### src/rtl/flash_ecc_pkg.sv
package flash_ecc_pkg;

   typedef enum logic [1:0] {
      ECC_OK    = 2'b00,
      ECC_FIXED = 2'b01,
      ECC_FATAL = 2'b10
   } ecc_stat_e;

   // number of Hamming check bits needed for a data word of width w
   function automatic int hamming_bits(input int w);
      int p;
      p = 1;
      while ((1 << p) < (w + p + 1)) p++;
      return p;
   endfunction

   // 1-based codeword position of data bit j (skips powers of two)
   function automatic int data_pos(input int j);
      int pos;
      int seen;
      pos  = 1;
      seen = -1;
      while (seen < j) begin
         pos++;
         if ((pos & (pos - 1)) != 0) seen++;
      end
      return pos;
   endfunction

   // status codes are ordered by severity
   function automatic ecc_stat_e worse(input ecc_stat_e a, input ecc_stat_e b);
      return (a > b) ? a : b;
   endfunction

endpackage

### src/rtl/ecc_err_capture.sv
module ecc_err_capture
   import flash_ecc_pkg::*;
#(
   parameter int ADDR_W = 32
) (
   input  logic              clk,
   input  logic              rst_n,
   input  logic              ev_valid_i,
   input  ecc_stat_e         ev_stat_i,
   input  logic [ADDR_W-1:0] ev_addr_i,
   input  logic              irq_en_i,
   input  logic              clr_i,
   output ecc_stat_e         stat_o,
   output logic [ADDR_W-1:0] addr_o,
   output logic              irq_o
);

   logic              locked_q;
   ecc_stat_e         base_stat;
   logic              base_irq;
   logic              base_lock;
   logic              is_err;
   logic              take;
   ecc_stat_e         nxt_stat;
   logic              nxt_irq;
   logic              nxt_lock;
   logic [ADDR_W-1:0] nxt_addr;

   // clear first, then fold in the read of the same cycle
   always_comb begin
      base_stat = clr_i ? ECC_OK : stat_o;
      base_irq  = clr_i ? 1'b0   : irq_o;
      base_lock = clr_i ? 1'b0   : locked_q;
      is_err    = ev_valid_i && (ev_stat_i != ECC_OK);
      nxt_stat  = ev_valid_i ? worse(base_stat, ev_stat_i) : base_stat;
      nxt_irq   = base_irq  | (is_err & irq_en_i);
      nxt_lock  = base_lock | (is_err & irq_en_i);
      take      = is_err && !(irq_en_i && base_lock);
      nxt_addr  = take ? ev_addr_i : addr_o;
   end

   always_ff @(posedge clk or negedge rst_n) begin
      if (!rst_n) begin
         stat_o   <= ECC_OK;
         irq_o    <= 1'b0;
         locked_q <= 1'b0;
         addr_o   <= '0;
      end else begin
         stat_o   <= nxt_stat;
         irq_o    <= nxt_irq;
         locked_q <= nxt_lock;
         addr_o   <= nxt_addr;
      end
   end

endmodule

### config.mk
export PLATFORM = sky130hd
export DESIGN_NAME = ecc_err_capture
export DESIGN_NICKNAME = d
export VERILOG_FILES = /design/src/rtl/flash_ecc_pkg.sv /design/src/rtl/ecc_err_capture.sv
export SDC_FILE = /design/constraint.sdc
export NUM_CORES = 1
export LEC_CHECK = 0
export BUFFER_PORTS_ARGS = -buffer_cell sky130_fd_sc_hd__buf_2
export CORE_UTILIZATION = 35
export CTS_CLUSTER_SIZE = 8
export DETAILED_ROUTE_END_ITERATION = 10
export PLACE_DENSITY = 0.67
export SYNTH_ARGS = -nofsm -noshare
export SYNTH_HDL_FRONTEND = slang
export SYNTH_SLANG_ARGS = --single-unit
export TNS_END_PERCENT = 50
### constraint.sdc
create_clock -name clk -period 1.4 [get_ports clk]
set_clock_uncertainty 0.2 [all_clocks]
set_input_delay 0.07 -clock clk [delete_from_list [all_inputs] [get_ports clk]]
set_output_delay 0.07 -clock clk [all_outputs]
set_load 0.005 [all_outputs]
======== Word-level counts from Yosys, hierarchy flattened ========
Index checks and enable logic that the tools add are counted.
operators by class
  magnitude comparators ................... 1
  mux-type cells .......................... 5
  bitwise operators ....................... 3
  reductions and logical operators ........ 5
operators with widths
  cell                 count
  $mux W2              3
  $logic_and A1 B1 Y1  3
  $gt A2 B2 Y1         1
  $mux W1              2
  $or A1 B1 Y1         2
  $reduce_bool A2 Y1   1
  $and A1 B1 Y1        1
  $logic_not A1 Y1     1
word-level totals
  register bits ........................... 36
  input bits .............................. 39

======== Longest topological paths before layout ========
  depth in word-level cells ............... 4
  gate-level depth with buffers ........... 7
  depth with buffers taken out ............ 7

======== Least setup slack after synthesis ========
Ideal clock, no wire load.
  path kind ............................... reg-to-reg
  start point ............................. reg stat_o[1]
  end point ............................... reg stat_o[0]
  setup time .............................. 0.079 ns
  data arrival time ....................... 1.269 ns
  required time ........................... 1.121 ns
  setup slack ............................. -0.148 ns
  cell stages (with the launch flop) ...... 6
  path buffers ............................ 0
  cells stage by stage .................... dfrtp_1 -> nand2_1 -> ha_1 -> o21ba_2 -> o21ai_0 -> mux2i_1
on the way
  longest elaborated chain between the ends .. 4
ends and longest elaborated chain
  what                    line                   RTL
  start, declared         ecc_err_capture.sv:13  output ecc_stat_e stat_o,
  start signal, assigned  ecc_err_capture.sv:49  stat_o <= nxt_stat;
  $mux W2                 ecc_err_capture.sv:31  base_stat = clr_i ? ECC_OK : stat_o;
  $gt A2 B2 Y1            flash_ecc_pkg.sv:32    return (a > b) ? a : b;
  $mux W2                 flash_ecc_pkg.sv:32
  $mux W2                 ecc_err_capture.sv:35  nxt_stat = ev_valid_i ? worse(base_stat, ev_stat_i) : base_stat;
  named net nxt_stat[0]   ecc_err_capture.sv:24  ecc_stat_e nxt_stat;
The timed path passes the listed nets, and every way through them passes these cells.
A chain may end at the register's enable or synchronous reset.

======== Worst setup path in the final report ========
  start point ............................. reg locked_q
  end point ............................... reg addr_o[15]
on the way
  longest elaborated chain between the ends .. 4
ends and longest elaborated chain
  what                    line                   RTL
  start, declared         ecc_err_capture.sv:18  logic locked_q;
  start signal, assigned  ecc_err_capture.sv:51  locked_q <= nxt_lock;
  $mux W1                 ecc_err_capture.sv:33  base_lock = clr_i ? 1'b0 : locked_q;
  $logic_and A1 B1 Y1     ecc_err_capture.sv:38  take = is_err && !(irq_en_i && base_lock);
  $logic_not A1 Y1        ecc_err_capture.sv:38
  $logic_and A1 B1 Y1     ecc_err_capture.sv:38
  end signal, assigned    ecc_err_capture.sv:52  addr_o <= nxt_addr;
  end, declared           ecc_err_capture.sv:14  output logic [ADDR_W-1:0] addr_o,
No other way between the ends.

==> metrics <==
final setup violation count 34; register area 901 µm²; share of layout cells above drive strength 1 57.7%; RSZ-0062 raised after global routing yes; Final Util 66.2%; top cells by area, synth dfrtp_1 (62%), mux2_2 (20%), mux2_1 (4.7%), ha_1 (2.6%), buf_6 (2.3%); CTS tree yes; average size of a mapped cell 15.8 µm²; final hold vios 2; Ys Warns 0; Worst setup SP type flip-flop; critical path data required time 1370 ps; PwrDens 1090 nW/µm²; Routed Antenna Nets 0; P_leak 1.35 nW; Die Ht 66.4 µm; initial drt markers 14; final WL 3.86 mm; critical-path cell list a31oi_4 -> buf_12 -> clkbuf_16 -> mux2_4; Synthesized Nets 134; clock sinks 36; Die W 66.4 µm; gr usage total 18.6%; CP arrival 1490 ps; I/O Pins 74; largest net degree at the start of global routing 21; GPL Wtd Cong 0.658; Inserted Clock Buffers 5; crit path capture type flip-flop; Slowest-stage cell, CP dfrtp_1; Max stage delay on crit path 410 ps; clock root buffer clkbuf_8; ys flop type dfrtp_1; fmax 656 MHz; Yosys reg bits 36; Vias/cell 4.41; std cell rows 23; Syn Inst Count 92; Setup WS pre-CTS -145 ps; final worst slack -125 ps; Setup CP Type flip-flop to flip-flop; top-count cell post-synth dfrtp_1; max cap viols 0; failing checks hold timing, setup timing; first-pass GRT wire length 5.92 mm; status complete, but fails checks; Hold Slack -24.5 ps; Fillers 304; count of cell types in the netlist 14; Starting Density 36.3%; Worst-Skew Late Latency 280 ps; Peak VDD IR 0.693 mV; initial antenna violation count 0; Slew HR 73.9%; EDFF count, synth 0; Slew Limit Fails 0; CP Max Fanout 5; core area 4000 µm²; sequential area share after synthesis 62.1%; area fraction of the dominant cell type after synthesis 62.1%; Worst Max-Slew Pin Slew 391 ps; min Tclk post-route 1520 ps; input/output buffers 73; final worst path period share 109%; synth cell count leaders dfrtp_1 (36), mux2_2 (26), inv_1 (6), mux2_1 (6); ys async rst share 100%; Die ar. 4410 µm²; synthesized cell area 1450 µm²; # H-tree levels 2; DR vias 1,190; vias in the first global route 1,260; diode count 0; drt first pass iters 2; Remaining DRCs 0; wire per inst 14.3 µm; Multi-input gate area 622 µm²; Final Net Count 261; CTS clk-pin slew, worst paths 70 ps; GRT overflow 0; Worst Hold Class primary input to flip-flop; Synth area leader dfrtp_1; Area Overhead vs Synth 82.4%; largest buffer count on any clock path 2; hpwl dp 2.31 mm
==> repair_timing <==
item / in CTS / in global routing
setup endpoints to repair: 33 / 33
gates resized for setup: 11 / 8
endpoints found under the hold margin: 72 / 2
gates cloned: 1 / 2
pin swaps: 1 / 0
hold buffers: 35 / 3
setup buffers: 3 / 1
==> critical path, delay by kind of cell, from the launching register on <==
family / cells / cell delay [ps]
flops: 1 / 410
buf+inv: 2 / 310
mux: 1 / 300
compound gates: 1 / 190
==> cell usage in the layout (no fill, tap or decap), drive strengths merged <==
cell type,instances
nor2b,1
inv,6
o21ba,1
buf,83
o21ai,4
bufinv,1
mux2i,2
ha,3
o211ai,1
mux2,32
nand2,2
clkbuf,8
clkinv,1
a31oi,1
dlygate4sd3,38
dfrtp,36
==> worst paths after layout <==
kind,endpoint,slack (ps),depth (start not counted),from
min,stat_o[0]$_DFF_PN0_,-20,4,clr_i
max in group asynchronous,addr_o[8]$_DFFE_PN0P_,530,3,rst_n
min reg2reg,addr_o[5]$_DFFE_PN0P_,290,1,addr_o[5]$_DFFE_PN0P_
max reg2reg,addr_o[15]$_DFFE_PN0P_,-120,4,locked_q$_DFF_PN0_
min in group asynchronous,addr_o[23]$_DFFE_PN0P_,40,2,rst_n
max,addr_o[15]$_DFFE_PN0P_,-120,4,locked_q$_DFF_PN0_
==> per-layer routing <==
layer | track usage (%) | wire length (µm) | up-vias
met2 | 34.4 | 2130 | 41
met5 | 0 | 0 | -
met4 | 6.65 | 40 | 0
met3 | 4.48 | 149 | 6
met1 | 20.5 | 1540 | 571
li1 | - | - | 572
==> report_power, final <==
group          switching [mW]  leakage (nW)  internal (mW)
Sequential             0.0861         0.425           1.20
Combinational           0.250         0.866          0.494
Clock                   0.344        0.0552          0.528
==> logic make-up (layout without fill, tap and decap cells) <==
logic type / after synthesis / in the layout / synth area share (%)
AOI/OAI and AO/OA: 7 / 7 / 4.31
adders and majority gates: 3 / 3 / 2.59
buffers and inverters: 9 / 137 / 3.88
DFF: 36 / 36 / 62.1
muxes: 34 / 34 / 26.2
and+or+nand+nor: 3 / 3 / 0.949
==> cell type report <==
type                    instances  share of cell area, %
repair buffers                123                   35.2
flip-flops and latches         36                   34.0
multi-input cells              47                   23.5
clock buffers                   6                   2.74
well taps                      50                   2.36
clock inverters                 2                   1.32
inverters                       6                  0.851
==> through the flow <==
step	cells	power [mW]	setup TNS [ps]	area, µm²
after floorplan	92	1.55	-1340	1510
after global placement	218	1.82	-2140	1980
after detailed placement	218	1.85	-3030	1980
after CTS	264	2.88	-2880	2530
after global routing	270	3.05	-4310	2650
final	270	2.90	-3070	2650
==> sequential cells by signal, summed over array words and instances, names as in the netlist <==
register,cells
addr_o,32
stat_o,2
irq_o,1
locked_q,1
Power figures use the tool's default switching activity.
